<file path="src/rtl/instr_sequencer.sv">
module instr_sequencer #(
  parameter int AW       = 8,
  parameter int DW       = 8,
  parameter int NREG     = 4,
  parameter int LED_ADDR = 255
) (
  input  logic          clk,
  input  logic          rst_n,
  input  logic          ld_we,
  input  logic [AW-1:0] ld_addr,
  input  logic [DW-1:0] ld_data,
  output logic [7:0]    alu_op,
  output logic [DW-1:0] alu_a,
  output logic [DW-1:0] alu_b,
  output logic          alu_go,
  input  logic [DW-1:0] alu_y,
  input  logic          alu_zf,
  input  logic          alu_cf,
  output logic [AW-1:0] pc,
  output logic          halted,
  output logic [DW-1:0] leds
);
  localparam int DEPTH = 1 << AW;
  localparam int RSW   = $clog2(NREG);

  typedef enum logic [3:0] {S_F0, S_OP, S_TY, S_A, S_B, S_RA, S_RB, S_EX, S_WR, S_HLT} st_t;

  st_t           st;
  logic [7:0]    opc, typ;
  logic [DW-1:0] opa, opb, va, vb, res, rdata;
  logic [DW-1:0] rf [NREG];
  logic [DW-1:0] mem [DEPTH];
  logic          zf, cf;
  logic [AW-1:0] raddr;

  logic is_mov, is_jmp, is_alu, wb, dst_mem, src_mem, src_imm, rd_dst, j_mem, taken;
  logic [DW-1:0] a_val, b_val, tgt, res_c;

  assign is_mov  = opc == 8'h01;
  assign is_jmp  = opc == 8'h08 || opc == 8'h09 || opc == 8'h0A;
  assign is_alu  = (opc >= 8'h02 && opc <= 8'h07) || (opc >= 8'h0B && opc <= 8'h0D);
  assign wb      = opc != 8'h0D;
  assign dst_mem = typ == 8'h02 || typ == 8'h05 || typ == 8'h06;
  assign src_mem = typ == 8'h01 || typ == 8'h05;
  assign src_imm = typ == 8'h03 || typ == 8'h06;
  assign rd_dst  = dst_mem && !is_mov;
  assign j_mem   = typ == 8'h01;

  assign a_val = dst_mem ? va : rf[opa[RSW-1:0]];
  assign b_val = src_mem ? vb : (src_imm ? opb : rf[opb[RSW-1:0]]);
  assign tgt   = (typ == 8'h00) ? rf[opa[RSW-1:0]] : (j_mem ? va : opa);
  assign taken = opc == 8'h08 || (opc == 8'h09 && zf) || (opc == 8'h0A && cf);
  assign res_c = is_mov ? b_val : alu_y;

  assign alu_op = opc;
  assign alu_a  = a_val;
  assign alu_b  = b_val;
  assign alu_go = st == S_EX && is_alu;
  assign halted = st == S_HLT;

  always_comb begin
    case (st)
      S_OP:    raddr = pc + AW'(1);
      S_TY:    raddr = pc + AW'(2);
      S_A:     raddr = (is_jmp && j_mem) ? rdata[AW-1:0] : pc + AW'(3);
      S_B:     raddr = rd_dst ? opa[AW-1:0] : rdata[AW-1:0];
      S_RA:    raddr = opb[AW-1:0];
      default: raddr = pc;
    endcase
  end

  always_ff @(posedge clk) begin
    if (ld_we)
      mem[ld_addr] <= ld_data;
    else if (st == S_WR && wb)
      mem[opa[AW-1:0]] <= res;
    rdata <= mem[raddr];
  end

  always_ff @(posedge clk or negedge rst_n) begin
    if (!rst_n) begin
      st   <= S_F0;
      pc   <= '0;
      opc  <= '0;
      typ  <= '0;
      opa  <= '0;
      opb  <= '0;
      va   <= '0;
      vb   <= '0;
      res  <= '0;
      zf   <= 1'b0;
      cf   <= 1'b0;
      leds <= '0;
      for (int i = 0; i < NREG; i++) rf[i] <= '0;
    end else begin
      case (st)
        S_F0: st <= S_OP;
        S_OP: begin
          opc <= rdata[7:0];
          if (rdata[7:0] == 8'hFF)
            st <= S_HLT;
          else if (rdata[7:0] >= 8'h01 && rdata[7:0] <= 8'h0D)
            st <= S_TY;
          else begin
            pc <= pc + AW'(1);
            st <= S_F0;
          end
        end
        S_TY: begin
          typ <= rdata[7:0];
          st  <= S_A;
        end
        S_A: begin
          opa <= rdata;
          if (!is_jmp)    st <= S_B;
          else if (j_mem) st <= S_RA;
          else            st <= S_EX;
        end
        S_B: begin
          opb <= rdata;
          st  <= rd_dst ? S_RA : (src_mem ? S_RB : S_EX);
        end
        S_RA: begin
          va <= rdata;
          st <= (!is_jmp && src_mem) ? S_RB : S_EX;
        end
        S_RB: begin
          vb <= rdata;
          st <= S_EX;
        end
        S_EX: begin
          if (is_jmp) begin
            pc <= taken ? tgt[AW-1:0] : pc + AW'(3);
            st <= S_F0;
          end else begin
            if (is_alu) begin
              zf <= alu_zf;
              cf <= alu_cf;
            end
            if (dst_mem) begin
              res <= res_c;
              st  <= S_WR;
            end else begin
              if (wb) rf[opa[RSW-1:0]] <= res_c;
              pc <= pc + AW'(4);
              st <= S_F0;
            end
          end
        end
        S_WR: begin
          if (wb && opa[AW-1:0] == AW'(LED_ADDR)) leds <= res;
          pc <= pc + AW'(4);
          st <= S_F0;
        end
        S_HLT: st <= S_HLT;
        default: st <= S_F0;
      endcase
    end
  end

  AST_HALT_HOLD: assert property (@(posedge clk) disable iff (!rst_n) halted |=> halted && $stable(pc));
  AST_ALU_PULSE: assert property (@(posedge clk) disable iff (!rst_n) alu_go |=> !alu_go);
  AST_LED_ON_WRITE: assert property (@(posedge clk) disable iff (!rst_n) !$stable(leds) |-> $past(st) == S_WR);
  AST_MOV_FLAGS: assert property (@(posedge clk) disable iff (!rst_n) (st == S_EX && is_mov) |=> $stable(zf) && $stable(cf));
  AST_PC_MIDWAY: assert property (@(posedge clk) disable iff (!rst_n) (st == S_TY || st == S_A || st == S_B || st == S_RA || st == S_RB) |=> $stable(pc));
endmodule

</file>
<file path="config.mk">
export PLATFORM = sky130hd
export DESIGN_NAME = instr_sequencer
export DESIGN_NICKNAME = d
export VERILOG_FILES = /design/src/rtl/instr_sequencer.sv
export SDC_FILE = /design/constraint.sdc
export NUM_CORES = 2
export LEC_CHECK = 0
export ABC_AREA = 0
export BUFFER_PORTS_ARGS = -buffer_cell sky130_fd_sc_hd__buf_4
export CAP_MARGIN = 15
export CORE_UTILIZATION = 63
export DETAILED_ROUTE_END_ITERATION = 8
export PLACE_DENSITY = 0.76
export SLEW_MARGIN = 10
export SYNTH_ARGS = -nofsm -noshare
export SYNTH_HDL_FRONTEND = slang
export SYNTH_SLANG_ARGS = --single-unit
</file>
<file path="constraint.sdc">
create_clock -name clk -period 7.2 [get_ports clk]
set_input_delay 1.08 -clock clk [delete_from_list [all_inputs] [get_ports clk]]
set_output_delay 1.08 -clock clk [all_outputs]
set_load 0.01 [all_outputs]
</file>
==> flow_metrics.tcl <==
set metrics [dict create \
    synth.net_count 6607 \
    grt_pass1_wl_mm 366.1 \
    tritoncts "done" \
    syn_to_final_growth_pct 9.838 \
    global_route.usage.total_pct 35.52 \
    num_io_pins 71 \
    synth.lib_cells_used.distinct 101 \
    yosys-mux-area-fraction_pct 4.265 \
    nets 6591 \
    post_cts_buffers 0 \
    viasPerCell 6.733 \
    wl_per_cell_um 29.22 \
    finalSetupViolations 0 \
    clock_latency_ns 0.88 \
    fp-row-count 137 \
    combinational_family_with_the_most_area_after_synthesis "simple AND/OR/NAND/NOR gates" \
    via_count_of_the_first_global_routing_pass 55050 \
    netlist.top_cell.by_area "edfxtp_1" \
    synth-compound-area-share_pct 6.501 \
    clock-root-buffer "clkbuf_16" \
    critPathMaxFanout 138 \
    synth_top_area_share_pct 69.24 \
    grt_setup_unrepaired "false" \
    setup_tns_ns 0 \
    initial_core_util_pct 63.58 \
    sequential_cell_area_fraction_in_the_yosys_report_pct 72.52 \
    port-buffer-count 70 \
    synth_area_per_cell_um2 13.51 \
    route.final.wire_length_mm 251.5 \
    crit_required_ns 7.86 \
    timing_worst_slew_pin_value_ns 1.431 \
    postRouteAntennaNets 0 \
    final-hold-violation-count 0 \
    synth_commonest_cells "edfxtp_1 (2048), nand2_1 (1615), nand3_1 (615), nor2_1 (311), a21oi_1 (270)" \
    cts_hold_repair.buffers 0 \
    detail_route.first_pass.iterations 8 \
    fin_skew_ns 0.05681 \
    die_width_um 377.5 \
    dieArea_mm2 0.1425 \
    critical_path_arrival_ns 7.18 \
    fraction_of_final_layout_cells_with_drive_strength_greater_than_1_pct 9.990 \
    synth-edff-count 2048 \
    drv_slew 0 \
    cts_max_level 4 \
    syn-cell-area_mm2 0.08882 \
    count_of_state_elements_after_synthesis 2166 \
    synth_fa_ha_area_share_pct 0.07043 \
    ctsResizeCount 0 \
    finalWorstPathRequiredPeriod_ns 6.526 \
    final.period_utilization_pct 90.63 \
    ys_top_cells_by_area "edfxtp_1 (69%), nand2_1 (6.8%), nand3_1 (3.5%)" \
    coreArea_mm2 0.1397 \
    final_design_area_no_fill_mm2 0.09756 \
    ys_flop_type "edfxtp_1" \
    dpl-instance-area_mm2 0.09089 \
    place.gp.congestion 0.9546 \
    path_clk_slew_ns 0.06 \
    overflow 0 \
    antenna_found_initial 12 \
    synthXorXnorAreaFrac_pct 0.07888 \
    synth_cells 6573 \
    grt_max_degree 232 \
    route.vias.total 57940 \
    drt_first_iter_violations 8654 \
    maxCapViolCount 0 \
    max_freq_ghz 0.1532 \
    max_buffers_root_to_sink 3 \
    numClockSinks 2166 \
    cts_buffers 205 \
    die_h_um 377.5 \
    worst_hold_path_type "in -> async" \
    timing.slew.headroom_pct 4.573 \
    category_of_the_most_critical_setup_path "reg -> reg" \
    critPathLaunchType "flip-flop" \
    detail_route.drc_violations 0 \
    synth.most_common_cell "edfxtp_1" \
    synth_simple_gate_area_share_pct 13.72 \
    hpwl_mm 150.2 \
    run_status "complete, no violations" \
    ys_async_sr_fraction_pct 5.078 \
    yosysWarningCount 0 \
    worstSetupEndpointType "flip-flop" \
]
per-layer routing:
| layer | wire, um | track usage (%) |
|---|---|---|
| met2 | 115400 | 53.90 |
| met5 | 38 | 0 |
| met3 | 32490 | 8.805 |
| met4 | 14620 | 18.32 |
| met1 | 88930 | 48.08 |
flip-flops by register name, summed over array words and instances (netlist names):
register / cells
alu_op: 8
cf: 1
leds: 8
mem: 2048
opa: 8
opb: 8
pc: 8
rdata: 8
res: 8
rf: 32
st: 4
typ: 8
va: 8
vb: 8
zf: 1
cells in the final DEF (no fill, tap or decap), types with 19 or more instances in the layout:
master,synthesis,routed
nand2_1,1615,1606
a32oi_1,35,35
bufinv_16,0,19
nor2_1,311,305
a22oi_1,114,114
a211oi_1,30,30
buf_12,0,28
mux4_2,68,68
mux2_2,44,44
a221oi_1,56,56
a311oi_1,30,30
o21ai_0,106,105
nor4_1,32,30
a31oi_1,56,56
mux2i_1,176,176
clkinv_1,0,49
clkbuf_1,106,49
buf_4,86,187
edfxtp_1,2048,2048
clkbuf_16,0,205
a21oi_1,270,270
a41oi_1,24,24
clkinv_2,0,28
dfrtp_1,110,110
nand3_1,615,615
a221o_1,25,25
and3_1,79,79
nand4_1,49,49
worst paths after layout:
kind	startpoint	depth (start not counted)	endpoint	slack [ns]
max reg2reg	st[2]$_DFF_PN0_	11	rdata[3]$_DFF_P_	0.67
max in group asynchronous	rst_n	2	rf[9]$_DFFE_PN0P_	5.68
max	st[2]$_DFF_PN0_	11	rdata[3]$_DFF_P_	0.67
min	rst_n	1	opb[0]$_DFFE_PN0P_	0.17
min reg2reg	leds[1]$_DFFE_PN0P_	1	leds[1]$_DFFE_PN0P_	0.51
min in group clk	alu_cf	3	cf$_DFFE_PN0P_	0.41
worst max-delay path, stage by stage, from the launching register on:
cell and delay (ns):
dfrtp_1 0.85, nor4b_4 0.88, nand2_1 0.14, a21boi_1 0.22, o221ai_4 0.93, buf_12 0.52
mux2i_1 0.29, a22oi_1 0.19, a2111oi_0 0.68, nand3_1 0.29, nor4_1 0.95, nor4_1 0.14
layout make-up:
| cell class | count | area, um^2 |
|---|---|---|
| clock buffers | 259 | 5383 |
| inverters | 17 | 63.81 |
| clock inverters | 118 | 1286 |
| fillers | 9127 | 42140 |
| well taps | 1876 | 2347 |
| multi-input cells | 3951 | 22100 |
| flip-flops and latches | 2166 | 64410 |
| diodes | 2 | 5.005 |
| repair buffers | 216 | 1969 |
metrics by stage:
stage	util, %	hold WS, ns	cells	setup WS, ns
CTS	69.83	0.1330	8603	0.9191
global route	69.83	0.1699	8603	0.7397
detailed placement	65.06	0.4910	8226	0.9979
global placement	65.05	0.4676	8225	0.7095
finish	69.84	0.1675	8605	0.6744
floorplan	-	0.4460	6573	0.9321
cells by family after synthesis:
| group | count (synthesis) |
|---|---|
| mux | 288 |
| fa+ha+maj | 5 |
| simple gates | 2807 |
| flops | 2166 |
| buf+inv | 456 |
| compound gates | 843 |
| xor+xnor | 8 |
Power is not shown: default switching activity piles up to over one toggle a cycle in this logic, so the estimate is an artifact.
